[config.mk]
export PLATFORM = sky130hd
export DESIGN_NAME = buserr_retry_ctrl
export DESIGN_NICKNAME = d
export VERILOG_FILES = /design/src/rtl/buserr_retry_pkg.sv /design/src/rtl/buserr_sync.sv /design/src/rtl/buserr_attr_hold.sv /design/src/rtl/buserr_retry_fsm.sv /design/src/rtl/buserr_retry_ctrl.sv
export SDC_FILE = /design/constraint.sdc
export NUM_CORES = 1
export LEC_CHECK = 0
export BUFFER_PORTS_ARGS = -buffer_cell sky130_fd_sc_hd__buf_2
export CORE_MARGIN = 2
export CORE_UTILIZATION = 48
export DETAILED_ROUTE_END_ITERATION = 6
export GPL_TIMING_DRIVEN = 0
export HOLD_SLACK_MARGIN = 0.05
export MAX_ROUTING_LAYER = met4
export PLACE_DENSITY_LB_ADDON = 0.08
export RECOVER_POWER = 50
export SYNTH_ARGS = -nofsm -noshare
export SYNTH_HDL_FRONTEND = slang
export SYNTH_SLANG_ARGS = --single-unit
[constraint.sdc]
create_clock -name clk_i -period 4.05 [get_ports clk_i]
set_input_delay 0.405 -clock clk_i [delete_from_list [all_inputs] [get_ports clk_i]]
set_output_delay 0.405 -clock clk_i [all_outputs]
set_load 0.05 [all_outputs]
[src/rtl/buserr_retry_pkg.sv]
package buserr_retry_pkg;

  typedef enum logic [1:0] {
    ST_RUN   = 2'd0,
    ST_FLOAT = 2'd1,
    ST_CLEAR = 2'd2
  } rc_state_e;

  typedef enum logic [1:0] {
    ACT_NONE = 2'd0,
    ACT_TRAP = 2'd1,
    ACT_PARK = 2'd2
  } fault_act_e;

  // halt seen earlier or in the same sample as the error parks; otherwise trap
  function automatic fault_act_e fault_action(input logic fault, input logic halt_seen);
    if (!fault)    return ACT_NONE;
    if (halt_seen) return ACT_PARK;
    return ACT_TRAP;
  endfunction

endpackage

[src/rtl/buserr_sync.sv]
module buserr_sync #(
  parameter int WIDTH  = 2,
  parameter int STAGES = 2
) (
  input  logic             clk_i,
  input  logic             rst_ni,
  input  logic [WIDTH-1:0] async_i,
  output logic [WIDTH-1:0] sync_o
);
  localparam int LAST = STAGES - 1;

  logic [STAGES-1:0][WIDTH-1:0] chain_q;

  always_ff @(posedge clk_i or negedge rst_ni) begin
    if (!rst_ni) begin
      chain_q <= '0;
    end else begin
      chain_q[0] <= async_i;
      for (int i = 1; i < STAGES; i++) chain_q[i] <= chain_q[i-1];
    end
  end

  assign sync_o = chain_q[LAST];
endmodule

[src/rtl/buserr_attr_hold.sv]
module buserr_attr_hold #(
  parameter int ADDR_W = 24,
  parameter int STRB_W = 2
) (
  input  logic              clk_i,
  input  logic              rst_ni,
  input  logic              capture_i,
  input  logic [ADDR_W-1:0] addr_i,
  input  logic              we_i,
  input  logic [STRB_W-1:0] strb_i,
  output logic [ADDR_W-1:0] addr_o,
  output logic              we_o,
  output logic [STRB_W-1:0] strb_o
);
  localparam int REC_W = ADDR_W + 1 + STRB_W;

  logic [REC_W-1:0] rec_q;

  always_ff @(posedge clk_i or negedge rst_ni) begin
    if (!rst_ni)        rec_q <= '0;
    else if (capture_i) rec_q <= {addr_i, we_i, strb_i};
  end

  assign {addr_o, we_o, strb_o} = rec_q;
endmodule

[src/rtl/buserr_retry_fsm.sv]
module buserr_retry_fsm
  import buserr_retry_pkg::*;
(
  input  logic clk_i,
  input  logic rst_ni,
  input  logic cyc_active_i,
  input  logic berr_s_i,
  input  logic halt_s_i,
  output logic capture_o,
  output logic exc_req_o,
  output logic rerun_req_o,
  output logic bus_float_o,
  output logic strobe_term_o,
  output logic start_ok_o
);
  rc_state_e  state_q, state_d;
  fault_act_e act;
  logic       exc_d, rerun_d;
  logic       exc_q, rerun_q;

  assign act = fault_action((state_q == ST_RUN) && cyc_active_i && berr_s_i, halt_s_i);

  always_comb begin
    state_d   = state_q;
    exc_d     = 1'b0;
    rerun_d   = 1'b0;
    capture_o = 1'b0;
    unique case (state_q)
      ST_RUN: begin
        if (act != ACT_NONE) capture_o = 1'b1;
        if (act == ACT_PARK) state_d = ST_FLOAT;
        if (act == ACT_TRAP) begin
          state_d = ST_CLEAR;
          exc_d   = 1'b1;
        end
      end
      ST_FLOAT: begin
        if (!halt_s_i) begin
          state_d = ST_CLEAR;
          rerun_d = 1'b1;
        end
      end
      ST_CLEAR: begin
        // wait for error negation so a held error is taken once
        if (!berr_s_i) state_d = ST_RUN;
      end
      default: state_d = ST_RUN;
    endcase
  end

  always_ff @(posedge clk_i or negedge rst_ni) begin
    if (!rst_ni) begin
      state_q <= ST_RUN;
      exc_q   <= 1'b0;
      rerun_q <= 1'b0;
    end else begin
      state_q <= state_d;
      exc_q   <= exc_d;
      rerun_q <= rerun_d;
    end
  end

  assign exc_req_o     = exc_q;
  assign rerun_req_o   = rerun_q;
  assign bus_float_o   = (state_q == ST_FLOAT);
  assign strobe_term_o = (state_q != ST_RUN);
  assign start_ok_o    = (state_q == ST_RUN) && !berr_s_i;
endmodule

[src/rtl/buserr_retry_ctrl.sv]
module buserr_retry_ctrl #(
  parameter int ADDR_W      = 24,
  parameter int STRB_W      = 2,
  parameter int SYNC_STAGES = 2
) (
  input  logic              clk_i,
  input  logic              rst_ni,
  input  logic              cyc_active_i,
  input  logic [ADDR_W-1:0] cyc_addr_i,
  input  logic              cyc_we_i,
  input  logic [STRB_W-1:0] cyc_strb_i,
  input  logic              bus_err_i,
  input  logic              halt_i,
  output logic              exc_req_o,
  output logic              rerun_req_o,
  output logic              bus_float_o,
  output logic              strobe_term_o,
  output logic              start_ok_o,
  output logic [ADDR_W-1:0] replay_addr_o,
  output logic              replay_we_o,
  output logic [STRB_W-1:0] replay_strb_o
);
  localparam int SIG_N = 2;

  logic [SIG_N-1:0] raw_in, sync_in;
  logic             berr_s, halt_s, capture;

  assign raw_in = {halt_i, bus_err_i};
  assign berr_s = sync_in[0];
  assign halt_s = sync_in[1];

  buserr_sync #(.WIDTH(SIG_N), .STAGES(SYNC_STAGES)) u_sync (
    .clk_i  (clk_i),
    .rst_ni (rst_ni),
    .async_i(raw_in),
    .sync_o (sync_in)
  );

  buserr_retry_fsm u_fsm (
    .clk_i        (clk_i),
    .rst_ni       (rst_ni),
    .cyc_active_i (cyc_active_i),
    .berr_s_i     (berr_s),
    .halt_s_i     (halt_s),
    .capture_o    (capture),
    .exc_req_o    (exc_req_o),
    .rerun_req_o  (rerun_req_o),
    .bus_float_o  (bus_float_o),
    .strobe_term_o(strobe_term_o),
    .start_ok_o   (start_ok_o)
  );

  buserr_attr_hold #(.ADDR_W(ADDR_W), .STRB_W(STRB_W)) u_hold (
    .clk_i    (clk_i),
    .rst_ni   (rst_ni),
    .capture_i(capture),
    .addr_i   (cyc_addr_i),
    .we_i     (cyc_we_i),
    .strb_i   (cyc_strb_i),
    .addr_o   (replay_addr_o),
    .we_o     (replay_we_o),
    .strb_o   (replay_strb_o)
  );
endmodule

==> reports/results.tsv <==
stage	metric	value	unit
setup_path	startpoint_type	register	
outcome	violations	max-capacitance violations, max-slew violations	
global_routing	antenna_found_initial	0	
clocking	post_cts_buffers	0	
synth	syn_nets	115	
route	vias	894	
timing	fin_skew	0.006636	ns
setup_path	criticalPathCategory	reg2reg	
clocking	clock_path_buffers	2	
clocking	clk_latency	0.32	ns
timing	finalSetupTns	0	ns
die	die_h	56.49	um
synth	ys_seq_area_share	66.23	%
synth	synth.distinct_cells	20	
setup_path	critPathArrivalTime	2.72	ns
setup_path	crit_path_top_delay_cell	dfrtp_1	
clocking	h-tree-depth	2	
die	io_pins	64	
place	io_buffers	63	
synth	postSynthCellCount	82	
timing	fmax	0.3987	GHz
clocking	cts_inserted_buffers	5	
place	gp_congestion	0.6639	
global_routing	grt.overflow.total	0	
timing	hold_viol	0	
setup_path	critPathMaxFanout	10	
die	dieWidth	56.49	um
timing	setup_viol	0	
setup_path	critPathCaptureType	register	
place	hpwl	1.725	mm
die	row_count	19	
die	fp.coreArea	0.002686	mm2
clocking	clock-root-buffer	clkbuf_4	
finish	finalNetCount	185	
clocking	cts_tree	done	
setup_path	cp_slowest_stage_delay	0.47	ns
route	avgRoutedWirePerCell	12.80	um
synth	syn_area	0.001323	mm2
timing	tightestPinTransition	1.783	ns
route	drt_iter0_drc	18	
route	drc	0	
global_routing	grt_max_degree	36	
timing	rsz0062_at_grt	false	
synth	yosysWarnings	0	
die	die-area	0.003191	mm2
clocking	cts_hold_buf	0	
timing	period_share	61.93	%
finish	final_cell_mix	52 x buf_2, 35 x dfrtp_1, 26 x mux2_2, 12 x clkbuf_1, 5 x clkbuf_4	
timing	drv_slew	36	
outcome	status	finished with violations	
global_routing	grt_pass1_vias	902	
synth	ys_ff_latch	35	
synth	syn-mean-instance-area	16.13	um2
finish	areaGrowthSynthToFinish	29.99	%
finish	antenna_cells	0	
route	ant_nets	0	
setup_path	worstPathRequired	4.27	ns
clocking	cts.sinks	35	
run	drv_cap	1	
global_routing	grt_pass1_wl	3.912	mm
route	firstDrtPassIters	3	
timing	relSlewSlack	-18.87	%
finish	drive_above_1_share	57.89	%
route	via_per_inst	4.885	
finish	fill_cells	219	
clocking	cts_resized	0	
timing	period_needed	2.508	ns
clocking	clk_pin_slew_worst_paths	0.10	ns
route	routed_wl	2.342	mm
global_routing	grt_usage	17.08	%
hold_path	hp-class	in2reg	
setup_path	cp_cell_sequence	or2_1 > clkbuf_1 > or3_1 > ha_1 > nor3_4 > buf_6 > mux2_2	
finish	layout_commonest_cell	buf_2	
die	initial_core_util	49.23	%
## metrics by stage
stage                     instances  setup WS, ns  hold WS [ns]  instance area, um2  util [%]
final                           183         1.542        0.1811                1719     64.00
after global routing            183         1.384        0.1574                1719     64.00
after CTS                       183         1.517        0.1677                1733     64.51
after detailed placement        176         1.555        0.3362                1677     62.41
after global placement          176         1.583        0.3321                1677     62.41
after floorplan                  82         1.461        0.1094                1323         -
## worst paths after layout
path	start	endpoint	cells past startpoint	slack, ns
worst max register to register	u_fsm.state_q[0]$_DFFE_PN0P_	u_hold.rec_q[22]$_DFFE_PN0P_	7	1.54
worst min register to register	u_sync.chain_q[1]$_DFF_PN0_	u_sync.sync_o[1]$_DFF_PN0_	0	0.36
worst min-delay path	bus_err_i	u_sync.chain_q[0]$_DFF_PN0_	1	0.18
min in group asynchronous	rst_ni	u_hold.rec_q[6]$_DFFE_PN0P_	1	0.55
max in group asynchronous	rst_ni	u_hold.rec_q[10]$_DFFE_PN0P_	1	2.48
worst max-delay path	u_fsm.state_q[0]$_DFFE_PN0P_	u_hold.rec_q[22]$_DFFE_PN0P_	7	1.54
## final cells by class
type                    count  area (um2)  area share [%]
flip-flops and latches     35       875.8           50.95
multi-input cells          43       416.7           24.24
repair buffers             63       301.5           17.54
clock buffers               6       51.30           2.984
well taps                  31       38.79           2.256
plain buffers               3       26.28           1.528
clock inverters             1       5.005          0.2911
inverters                   1       3.754          0.2183
## kinds of logic after synthesis
logic type               after synthesis  synth area share, %
adder cells (fa/ha/maj)                1               0.9459
AND/OR/NAND/NOR                       11                5.393
multiplexers                          27                22.99
flip-flops                            35                66.23
buffers and inverters                  4                2.270
AO/OA/AOI/OAI                          4                2.177
## synth_stat cells
cell      count  area, um2
inv_1         1      3.750
mux2_2       26      292.8
nand2_1       1      3.750
nor3_1        1      5.000
nor2_1        2      7.510
or2_1         1      6.260
nor2b_1       1      6.260
o31ai_1       1      7.510
dfrtp_1      35      875.8
nor3_4        1      16.27
a211oi_1      1      7.510
and2_1        1      6.260
clkbuf_1      1      3.750
a31oi_1       1      6.260
buf_6         2      22.52
ha_1          1      12.51
mux2_1        1      11.26
or3_1         2      12.51
nand3b_1      1      7.510
a21o_1        1      7.510
## sequential cells by signal (all words and copies together) (netlist names)
name / count
u_sync.sync_o: 2
u_sync.chain_q: 2
u_fsm.state_q: 2
u_fsm.rerun_req_o: 1
u_fsm.exc_req_o: 1
u_hold.rec_q: 27
## layer usage
layer | vias to the layer above | track usage (%) | routed length (um)
met5 | - | - | 0
met4 | 0 | 7.143 | 37
met3 | 6 | 4.839 | 203
met2 | 39 | 28.41 | 1153
met1 | 418 | 19.31 | 947
li1 | 431 | - | -
## worst max-delay path, delay by kind of cell (launching register included)
| kind | cells | cell delay [ns] |
|---|---|---|
| DFF | 1 | 0.47 |
| adders and majority gates | 1 | 0.24 |
| muxes | 1 | 0.35 |
| buffers and inverters | 2 | 0.35 |
| and+or+nand+nor | 3 | 1.00 |
Power is not shown: default switching activity piles up to over one toggle a cycle in this logic, so the estimate is an artifact.
